### config.mk
export PLATFORM = sky130hd
export DESIGN_NAME = aai_prog_seq
export DESIGN_NICKNAME = d
export VERILOG_FILES = /design/src/rtl/aai_seq_pkg.sv /design/src/rtl/aai_pair_pack.sv /design/src/rtl/aai_poll_timer.sv /design/src/rtl/aai_seq_ctrl.sv /design/src/rtl/aai_prog_seq.sv
export SDC_FILE = /design/constraint.sdc
export NUM_CORES = 1
export LEC_CHECK = 0
export BUFFER_PORTS_ARGS = -buffer_cell sky130_fd_sc_hd__clkbuf_2
export CORE_UTILIZATION = 50
export CTS_CLUSTER_DIAMETER = 200
export DETAILED_ROUTE_END_ITERATION = 16
export GPL_ROUTABILITY_DRIVEN = 0
export PLACE_DENSITY = 0.72
export SLEW_MARGIN = 10
export SYNTH_ARGS = -nofsm -noshare
export SYNTH_HDL_FRONTEND = slang
export SYNTH_SLANG_ARGS = --single-unit
### constraint.sdc
create_clock -name clk -period 5.4 [get_ports clk]
set_input_delay 0.27 -clock clk [delete_from_list [all_inputs] [get_ports clk]]
set_output_delay 0.27 -clock clk [all_outputs]
set_load 0.03 [all_outputs]
### src/rtl/aai_seq_pkg.sv
package aai_seq_pkg;

  localparam int unsigned ADDR_W = 24;
  localparam int unsigned PAY_W  = 40;

  localparam logic [7:0] OP_WREN  = 8'h06;
  localparam logic [7:0] OP_WRDI  = 8'h04;
  localparam logic [7:0] OP_RDSR  = 8'h05;
  localparam logic [7:0] OP_ERASE = 8'hC7;
  localparam logic [7:0] OP_AAI   = 8'hAD;

  localparam int unsigned STAT_BUSY_BIT = 0;

  typedef enum logic [3:0] {
    ST_IDLE,
    ST_WREN,
    ST_ERASE,
    ST_GAP,
    ST_RDSR,
    ST_FETCH,
    ST_AAI,
    ST_WRDI,
    ST_DONE
  } seq_state_e;

  typedef enum logic {
    PH_ERASE,
    PH_PROG
  } seq_phase_e;

endpackage

### src/rtl/aai_pair_pack.sv
module aai_pair_pack #(
  parameter int unsigned LEN_W = 20
) (
  input  logic             clk,
  input  logic             rst_n,
  input  logic             load,
  input  logic [LEN_W-1:0] load_len,
  input  logic             s_valid,
  input  logic [7:0]       s_data,
  output logic             s_ready,
  output logic             pair_valid,
  output logic [15:0]      pair_data,
  input  logic             pair_take
);

  logic [LEN_W-1:0] rem_q, rem_d;
  logic [1:0]       fill_q, fill_d;
  logic [15:0]      buf_q, buf_d;
  logic             accept;

  assign s_ready    = (rem_q != '0) && (fill_q != 2'd2);
  assign accept     = s_valid && s_ready;
  assign pair_valid = (fill_q == 2'd2) || ((fill_q == 2'd1) && (rem_q == '0));
  assign pair_data  = (fill_q == 2'd2) ? buf_q : {buf_q[15:8], 8'hFF};

  always_comb begin
    rem_d  = rem_q;
    fill_d = fill_q;
    buf_d  = buf_q;
    if (load) begin
      rem_d  = load_len;
      fill_d = 2'd0;
    end else if (pair_take) begin
      fill_d = 2'd0;
    end else if (accept) begin
      rem_d  = rem_q - 1'b1;
      fill_d = fill_q + 2'd1;
      if (fill_q == 2'd0) buf_d[15:8] = s_data;
      else                buf_d[7:0]  = s_data;
    end
  end

  always_ff @(posedge clk or negedge rst_n) begin
    if (!rst_n) begin
      rem_q  <= '0;
      fill_q <= 2'd0;
      buf_q  <= 16'h0000;
    end else begin
      rem_q  <= rem_d;
      fill_q <= fill_d;
      buf_q  <= buf_d;
    end
  end

  // the sequencer only consumes a pair that is complete
  a_r7_take_complete: assert property (@(posedge clk) disable iff (!rst_n)
    pair_take |-> pair_valid);

  // a held pair is not disturbed by the stream
  a_r7_pair_held: assert property (@(posedge clk) disable iff (!rst_n)
    (pair_valid && !pair_take && !load) |=> pair_valid && $stable(pair_data));

endmodule

### src/rtl/aai_poll_timer.sv
module aai_poll_timer #(
  parameter int unsigned GAP_CYC = 1000,
  parameter int unsigned LIM_W   = 16
) (
  input  logic             clk,
  input  logic             rst_n,
  input  logic             arm,
  output logic             gap_done,
  input  logic             busy_seen,
  input  logic             poll_clr,
  input  logic [LIM_W-1:0] limit,
  output logic             expire
);

  localparam int unsigned GAP_W = (GAP_CYC < 1) ? 1 : $clog2(GAP_CYC + 1);
  localparam logic [GAP_W-1:0] GAP_LOAD = GAP_W'(GAP_CYC);

  logic [GAP_W-1:0] gap_q, gap_d;
  logic [LIM_W-1:0] poll_q, poll_d;
  logic [LIM_W:0]   poll_next;

  assign gap_done  = (gap_q == '0);
  assign poll_next = {1'b0, poll_q} + 1'b1;
  assign expire    = busy_seen && (poll_next >= {1'b0, limit});

  always_comb begin
    gap_d = gap_q;
    if (arm)                gap_d = GAP_LOAD;
    else if (gap_q != '0)   gap_d = gap_q - 1'b1;
  end

  always_comb begin
    poll_d = poll_q;
    if (poll_clr)                    poll_d = '0;
    else if (busy_seen && !expire)   poll_d = poll_next[LIM_W-1:0];
  end

  always_ff @(posedge clk or negedge rst_n) begin
    if (!rst_n) begin
      gap_q  <= '0;
      poll_q <= '0;
    end else begin
      gap_q  <= gap_d;
      poll_q <= poll_d;
    end
  end

  // the busy-read count stays below the limit that ends the phase
  a_r10_count_bounded: assert property (@(posedge clk) disable iff (!rst_n)
    (poll_q != '0) |-> (poll_q < limit));

  // once armed, the wait counter only runs downward to zero
  a_r4_gap_descends: assert property (@(posedge clk) disable iff (!rst_n)
    (!arm && gap_q != '0) |=> (gap_q == $past(gap_q) - 1'b1));

endmodule

### src/rtl/aai_seq_ctrl.sv
module aai_seq_ctrl
  import aai_seq_pkg::*;
#(
  parameter int unsigned LEN_W = 20,
  parameter int unsigned LIM_W = 16
) (
  input  logic               clk,
  input  logic               rst_n,
  input  logic               start,
  input  logic [LEN_W-1:0]   img_len,
  input  logic [ADDR_W-1:0]  base_addr,
  input  logic [LIM_W-1:0]   poll_limit,
  output logic               cfg_load,
  input  logic               pair_valid,
  input  logic [15:0]        pair_data,
  output logic               pair_take,
  output logic               gap_arm,
  input  logic               gap_done,
  output logic               busy_seen,
  output logic               poll_clr,
  input  logic               expire,
  output logic [LIM_W-1:0]   lim_out,
  output logic               eng_req,
  output logic [7:0]         eng_op,
  output logic [2:0]         eng_len,
  output logic [PAY_W-1:0]   eng_wdata,
  output logic               eng_rd,
  input  logic               eng_ack,
  input  logic [7:0]         eng_rdata,
  output logic               busy,
  output logic               done,
  output logic               err
);

  seq_state_e        state_q, state_d;
  seq_phase_e        phase_q, phase_d;
  logic              first_q, first_d;
  logic [LEN_W:0]    pos_q, pos_d;
  logic              err_q, err_d;
  logic [LEN_W-1:0]  len_q;
  logic [ADDR_W-1:0] addr_q;
  logic [LIM_W-1:0]  lim_q;
  logic              stat_busy;
  logic              clear_seen;
  logic              img_done;
  logic [6:0]        unused_stat;

  assign stat_busy   = eng_rdata[STAT_BUSY_BIT];
  assign unused_stat = eng_rdata[7:1];
  assign cfg_load    = start && (state_q == ST_IDLE);
  assign busy_seen   = (state_q == ST_RDSR) && eng_ack && stat_busy;
  assign clear_seen  = (state_q == ST_RDSR) && eng_ack && !stat_busy;
  assign poll_clr    = cfg_load || clear_seen;
  assign gap_arm     = (eng_ack && ((state_q == ST_ERASE) || (state_q == ST_AAI)))
                     || (busy_seen && !expire);
  assign pair_take   = (state_q == ST_AAI) && eng_ack;
  assign img_done    = (pos_q >= {1'b0, len_q});
  assign lim_out     = lim_q;
  assign busy        = (state_q != ST_IDLE) && (state_q != ST_DONE);
  assign done        = (state_q == ST_DONE);
  assign err         = err_q;

  // command presented to the byte engine
  always_comb begin
    eng_req   = 1'b0;
    eng_op    = OP_WREN;
    eng_len   = 3'd0;
    eng_rd    = 1'b0;
    eng_wdata = '0;
    case (state_q)
      ST_WREN:  eng_req = 1'b1;
      ST_ERASE: begin eng_req = 1'b1; eng_op = OP_ERASE; end
      ST_RDSR:  begin eng_req = 1'b1; eng_op = OP_RDSR; eng_rd = 1'b1; end
      ST_WRDI:  begin eng_req = 1'b1; eng_op = OP_WRDI; end
      ST_AAI: begin
        eng_req = 1'b1;
        eng_op  = OP_AAI;
        if (first_q) begin
          eng_len   = 3'd5;
          eng_wdata = {addr_q, pair_data};
        end else begin
          eng_len   = 3'd2;
          eng_wdata = {pair_data, 24'h000000};
        end
      end
      default: ;
    endcase
  end

  // next state
  always_comb begin
    state_d = state_q;
    phase_d = phase_q;
    first_d = first_q;
    pos_d   = pos_q;
    err_d   = err_q;
    case (state_q)
      ST_IDLE: begin
        if (start) begin
          state_d = ST_WREN;
          phase_d = PH_ERASE;
          first_d = 1'b1;
          pos_d   = '0;
          err_d   = 1'b0;
        end
      end
      ST_WREN:  if (eng_ack) state_d = (phase_q == PH_ERASE) ? ST_ERASE : ST_FETCH;
      ST_ERASE: if (eng_ack) state_d = ST_GAP;
      ST_GAP:   if (gap_done) state_d = ST_RDSR;
      ST_RDSR: begin
        if (eng_ack) begin
          if (stat_busy) begin
            if (expire) begin
              err_d   = 1'b1;
              state_d = ST_WRDI;
            end else begin
              state_d = ST_GAP;
            end
          end else if (phase_q == PH_ERASE) begin
            if (len_q == '0) begin
              state_d = ST_WRDI;
            end else begin
              phase_d = PH_PROG;
              state_d = ST_WREN;
            end
          end else begin
            state_d = img_done ? ST_WRDI : ST_FETCH;
          end
        end
      end
      ST_FETCH: if (pair_valid) state_d = ST_AAI;
      ST_AAI: begin
        if (eng_ack) begin
          first_d = 1'b0;
          pos_d   = pos_q + (LEN_W+1)'(2);
          state_d = ST_GAP;
        end
      end
      ST_WRDI: if (eng_ack) state_d = ST_DONE;
      ST_DONE: state_d = ST_IDLE;
      default: state_d = ST_IDLE;
    endcase
  end

  always_ff @(posedge clk or negedge rst_n) begin
    if (!rst_n) begin
      state_q <= ST_IDLE;
      phase_q <= PH_ERASE;
      first_q <= 1'b0;
      pos_q   <= '0;
      err_q   <= 1'b0;
    end else begin
      state_q <= state_d;
      phase_q <= phase_d;
      first_q <= first_d;
      pos_q   <= pos_d;
      err_q   <= err_d;
    end
  end

  // run configuration, captured only when a start is accepted
  always_ff @(posedge clk or negedge rst_n) begin
    if (!rst_n) begin
      len_q  <= '0;
      addr_q <= '0;
      lim_q  <= '0;
    end else if (cfg_load) begin
      len_q  <= img_len;
      addr_q <= base_addr;
      lim_q  <= poll_limit;
    end
  end

  // a raised request holds its command until acknowledged
  a_r11_req_hold: assert property (@(posedge clk) disable iff (!rst_n)
    (eng_req && !eng_ack) |=> eng_req && $stable(eng_op) && $stable(eng_len)
                              && $stable(eng_wdata) && $stable(eng_rd));

  // status reads carry no payload and expect a returned byte
  a_r3_status_form: assert property (@(posedge clk) disable iff (!rst_n)
    (eng_req && eng_op == OP_RDSR) |-> (eng_rd && eng_len == 3'd0));

  // done is a single-cycle pulse
  a_r8_done_single: assert property (@(posedge clk) disable iff (!rst_n)
    done |=> !done);

  // done follows only the acknowledge of a write-disable
  a_r8_done_after_wrdi: assert property (@(posedge clk) disable iff (!rst_n)
    $rose(done) |-> $past(eng_ack && eng_req && eng_op == OP_WRDI));

  // a start while a run is active never restarts it
  a_r12_start_ignored: assert property (@(posedge clk) disable iff (!rst_n)
    (start && busy) |=> (busy || done));

endmodule

### src/rtl/aai_prog_seq.sv
module aai_prog_seq
  import aai_seq_pkg::*;
#(
  parameter int unsigned LEN_W   = 20,
  parameter int unsigned LIM_W   = 16,
  parameter int unsigned GAP_CYC = 1000
) (
  input  logic               clk,
  input  logic               rst_n,
  input  logic               start,
  input  logic [LEN_W-1:0]   img_len,
  input  logic [ADDR_W-1:0]  base_addr,
  input  logic [LIM_W-1:0]   poll_limit,
  input  logic               s_valid,
  input  logic [7:0]         s_data,
  output logic               s_ready,
  output logic               eng_req,
  output logic [7:0]         eng_op,
  output logic [2:0]         eng_len,
  output logic [PAY_W-1:0]   eng_wdata,
  output logic               eng_rd,
  input  logic               eng_ack,
  input  logic [7:0]         eng_rdata,
  output logic               busy,
  output logic               done,
  output logic               err
);

  logic             cfg_load;
  logic             pair_valid;
  logic [15:0]      pair_data;
  logic             pair_take;
  logic             gap_arm;
  logic             gap_done;
  logic             busy_seen;
  logic             poll_clr;
  logic             expire;
  logic [LIM_W-1:0] lim_q;

  aai_pair_pack #(.LEN_W(LEN_W)) pack_i (
    .clk        (clk),
    .rst_n      (rst_n),
    .load       (cfg_load),
    .load_len   (img_len),
    .s_valid    (s_valid),
    .s_data     (s_data),
    .s_ready    (s_ready),
    .pair_valid (pair_valid),
    .pair_data  (pair_data),
    .pair_take  (pair_take)
  );

  aai_poll_timer #(.GAP_CYC(GAP_CYC), .LIM_W(LIM_W)) timer_i (
    .clk       (clk),
    .rst_n     (rst_n),
    .arm       (gap_arm),
    .gap_done  (gap_done),
    .busy_seen (busy_seen),
    .poll_clr  (poll_clr),
    .limit     (lim_q),
    .expire    (expire)
  );

  aai_seq_ctrl #(.LEN_W(LEN_W), .LIM_W(LIM_W)) ctrl_i (
    .clk        (clk),
    .rst_n      (rst_n),
    .start      (start),
    .img_len    (img_len),
    .base_addr  (base_addr),
    .poll_limit (poll_limit),
    .cfg_load   (cfg_load),
    .pair_valid (pair_valid),
    .pair_data  (pair_data),
    .pair_take  (pair_take),
    .gap_arm    (gap_arm),
    .gap_done   (gap_done),
    .busy_seen  (busy_seen),
    .poll_clr   (poll_clr),
    .expire     (expire),
    .lim_out    (lim_q),
    .eng_req    (eng_req),
    .eng_op     (eng_op),
    .eng_len    (eng_len),
    .eng_wdata  (eng_wdata),
    .eng_rd     (eng_rd),
    .eng_ack    (eng_ack),
    .eng_rdata  (eng_rdata),
    .busy       (busy),
    .done       (done),
    .err        (err)
  );

  // nothing is requested or accepted while idle
  a_r1_idle_quiet: assert property (@(posedge clk) disable iff (!rst_n)
    (!busy && !start) |-> (!eng_req && !s_ready));

endmodule

==> flow_summary.ini <==
[synthesis]
yosysTopAreaCell = dfrtp_1
synth_flop_cell = dfrtp_1
yosysSeqAreaShare = 0.445
yosys_warnings = 0
synth_fp_nets = 1077
syn_inst = 954
synth_area_leaders = dfrtp_1, nand2_1, ha_1
syn_area_per_cell_um2 = 8.90
ys_types = 62
syn_area_um2 = 8490
synth_top_area_frac = 0.445
async_flop_share = 1.00
ys_ff_latch = 151
synth_edf_count = 0

[timing]
finalHoldViolations = 0
tns_ns = 0
fin_skew_ns = 0.0111
fin_crit_sh = 0.752
slew_viol_final = 0
setup_viol = 0
rsz0062_at_grt = no
slew_headroom = 0.204
tightestPinTransition_ns = 1.19
fin_crit_ns = 4.06
fmax_mhz = 246

[grt]
overflow = 0
grt_pass1_wl_um = 33300
grt_max_degree = 91
grt_antenna_before_repair = 0
grt.total_usage = 0.239
grt_pass1_vias = 6712

[pwr]
seq_power_share = 0.384
leakagePower_nw = 5.00
p_switching_mw = 1.95
power_switching_share = 0.401
p_comb_frac = 0.389
power_mw = 4.87
p_clk_frac = 0.227
p_int_mw = 2.92
p_per_area_nw_per_um2 = 495
ir_drop_uv = 263

[finish]
drive_gt1_frac = 0.184
nets = 1189
stdcell_count = 1299
antenna_cells = 0
area.growth.synth_to_final_pct = 16.0

[detailed_routing]
drc = 0
viasPerCell = 5.33
drtIter0Drc = 391
drt_wl_total_um = 19800
drt-pass1-iter-count = 4
vias = 6925
wl_per_cell_um = 15.2
antenna_left = 0

[clock_tree]
cts_setup_buffers = 0
path_clk_slew_ns = 0.07
cts_root_buffer = clkbuf_16
clockBufferDepth = 2
cts-buffers-inserted = 17
cts_tree = yes
insertion_delay_ns = 0.43
cts_resized = 0
h-tree-depth = 4
clock-sinks = 151

[worst_setup_path]
start_kind = register
cp_data_arrival_time_ns = 4.41
required_ns = 5.74
cpMaxStageDelayCell = nor4_1
crit_path_end_kind = register
crit_fanout = 21
r2r_slack_ns = 1.34
crit_path_max_incr_delay_ns = 0.58
crit_chain = ha_1 > nand2_1 > nor4_1 > and3_1 > xnor2_1 > inv_1 > ha_1 > and4_1 > and4_1 > a211o_1 > nor2_1 > o21ai_2 > o211ai_1
critical_path_class = reg2reg

[floorplanning]
start_util = 0.512
dieArea_um2 = 17500
design.core.area_um2 = 16600
io_pins = 138
num_rows = 47
die_w_um = 132
die_h_um = 132

[job]
drv_cap = 0

[place]
hpwl_um = 14200
portBuffers = 128
dp.cells = 1266

[min_path]
hp-class = in2reg

[run_status]
status = finished clean
[flip-flops by register name (all words and copies together), names as in the netlist, 2 cells and up]
name and flops:
ctrl_i.pos_q 20, pack_i.fill_q 2, ctrl_i.addr_q 24, pack_i.rem_q 20, ctrl_i.state_q 4, ctrl_i.len_q 20, ctrl_i.lim_out 16, pack_i.buf_q 16
timer_i.gap_q 10, timer_i.poll_q 16
[worst paths after layout]
path                                                    start                             to  cells after the start
worst min register to register   ctrl_i.addr_q[5]$_DFFE_PN0P_   ctrl_i.addr_q[5]$_DFFE_PN0P_                      2
worst max-delay path            timer_i.poll_q[0]$_DFFE_PN0P_  timer_i.poll_q[2]$_DFFE_PN0P_                     13
worst max register to register  timer_i.poll_q[0]$_DFFE_PN0P_  timer_i.poll_q[2]$_DFFE_PN0P_                     13
max in group asynchronous                               rst_n    pack_i.rem_q[0]$_DFFE_PN0P_                      3
min in group asynchronous                               rst_n  ctrl_i.lim_out[4]$_DFFE_PN0P_                      2
worst min-delay path                            base_addr[19]  ctrl_i.addr_q[19]$_DFFE_PN0P_                      3
[power by group through the flow]
stage | logic, mW | clock network (mW) | registers (mW)
3_5_place_dp | 1.89 | 0 | 1.89
2_1_floorplan | 1.49 | 0 | 1.76
6_report | 1.90 | 1.11 | 1.87
5_1_grt | 2.15 | 1.16 | 1.94
4_1_cts | 1.91 | 1.12 | 1.87
3_3_place_gp | 1.84 | 0 | 1.87
[cell usage after synthesis (3+ instances only)]
master	instances
and3_1	28
dfrtp_1	151
or3_1	9
nand4_1	6
nor2_1	93
xor2_1	31
clkbuf_1	30
a21oi_1	25
buf_4	5
nor4_1	14
mux2i_1	20
inv_1	62
nor3_1	21
o21a_1	4
a211oi_1	4
xnor2_1	27
and4_1	11
o31ai_1	4
o2111ai_1	4
nor2b_1	16
or2_2	3
buf_1	4
nand3_1	22
o211ai_1	13
nand2b_1	10
nand2_1	164
mux2_2	17
o21ai_0	68
ha_1	42
a21o_1	3
[routing by layer]
layer / GRT usage / wire [um] / up-vias / share of wire
li1: - / - / 3471 / -
met1: 0.329 / 9500 / 3333 / 0.48
met2: 0.389 / 9470 / 95 / 0.48
met3: 0.0311 / 461 / 26 / 0.023
met4: 0.0862 / 355 / 0 / 0.018
met5: 0 / 0 / - / 0
[logic make-up after synthesis]
group	count (synthesis)	synth area share
AND/OR/NAND/NOR	416	0.233
flip-flops	151	0.445
AO/OA/AOI/OAI	145	0.105
buffers and inverters	103	0.0480
XOR/XNOR	58	0.0598
adder cells (fa/ha/maj)	42	0.0619
multiplexers	37	0.0461
other	2	0.000884
[area by class of cell]
class	count	area, um^2
Fill cell	1500	6730
Multi-Input combinational cell	700	4320
Sequential cell	151	3780
Timing Repair Buffer	134	694
Clock buffer	21	480
Tap cell	220	275
Inverter	62	233
Clock inverter	11	72.6
[stage by stage]
| stage | setup slack, ns | hold WS (ns) | cell area [um^2] | utilization |
|---|---|---|---|---|
| detailed placement | 1.36 | 0.405 | 9290 | 0.560 |
| global placement | 1.40 | 0.401 | 9290 | 0.560 |
| finish | 1.34 | 0.0292 | 9850 | 0.594 |
| global route | 0.971 | 0.0360 | 9850 | 0.594 |
| floorplan | 2.02 | -0.0256 | 8490 | - |
| CTS | 1.36 | 0.0207 | 9850 | 0.594 |
[cells in the final DEF, fill, tap and decap left out, types with 10 or more instances in the layout]
| cell type | n |
|---|---|
| and3_1 | 27 |
| mux2_2 | 17 |
| ha_1 | 42 |
| nor3_1 | 21 |
| nor4_1 | 14 |
| clkbuf_2 | 127 |
| dfrtp_1 | 151 |
| o21ai_0 | 68 |
| nor2_1 | 93 |
| clkbuf_16 | 17 |
| nand2_1 | 164 |
| inv_1 | 62 |
| o211ai_1 | 13 |
| xor2_1 | 31 |
| mux2i_1 | 20 |
| a21oi_1 | 25 |
| xnor2_1 | 27 |
| nand3_1 | 22 |
| and4_1 | 11 |
| nor2b_1 | 16 |
| nand2b_1 | 10 |
[critical path, delay by kind of cell (launching register included)]
kind | cells | cell delay, ns
fa+ha+maj | 2 | 0.61
compound gates | 3 | 1.05
buf+inv | 1 | 0.06
xor+xnor | 1 | 0.14
flops | 1 | 0.45
simple gates | 6 | 1.64
[timing repair]
action | in CTS | in global routing
hold endpoints to repair | 89 | 0
hold buffers | 1 | 0
setup endpoints to repair | 0 | 0
No activity file was read; power rests on OpenSTA's default activity.
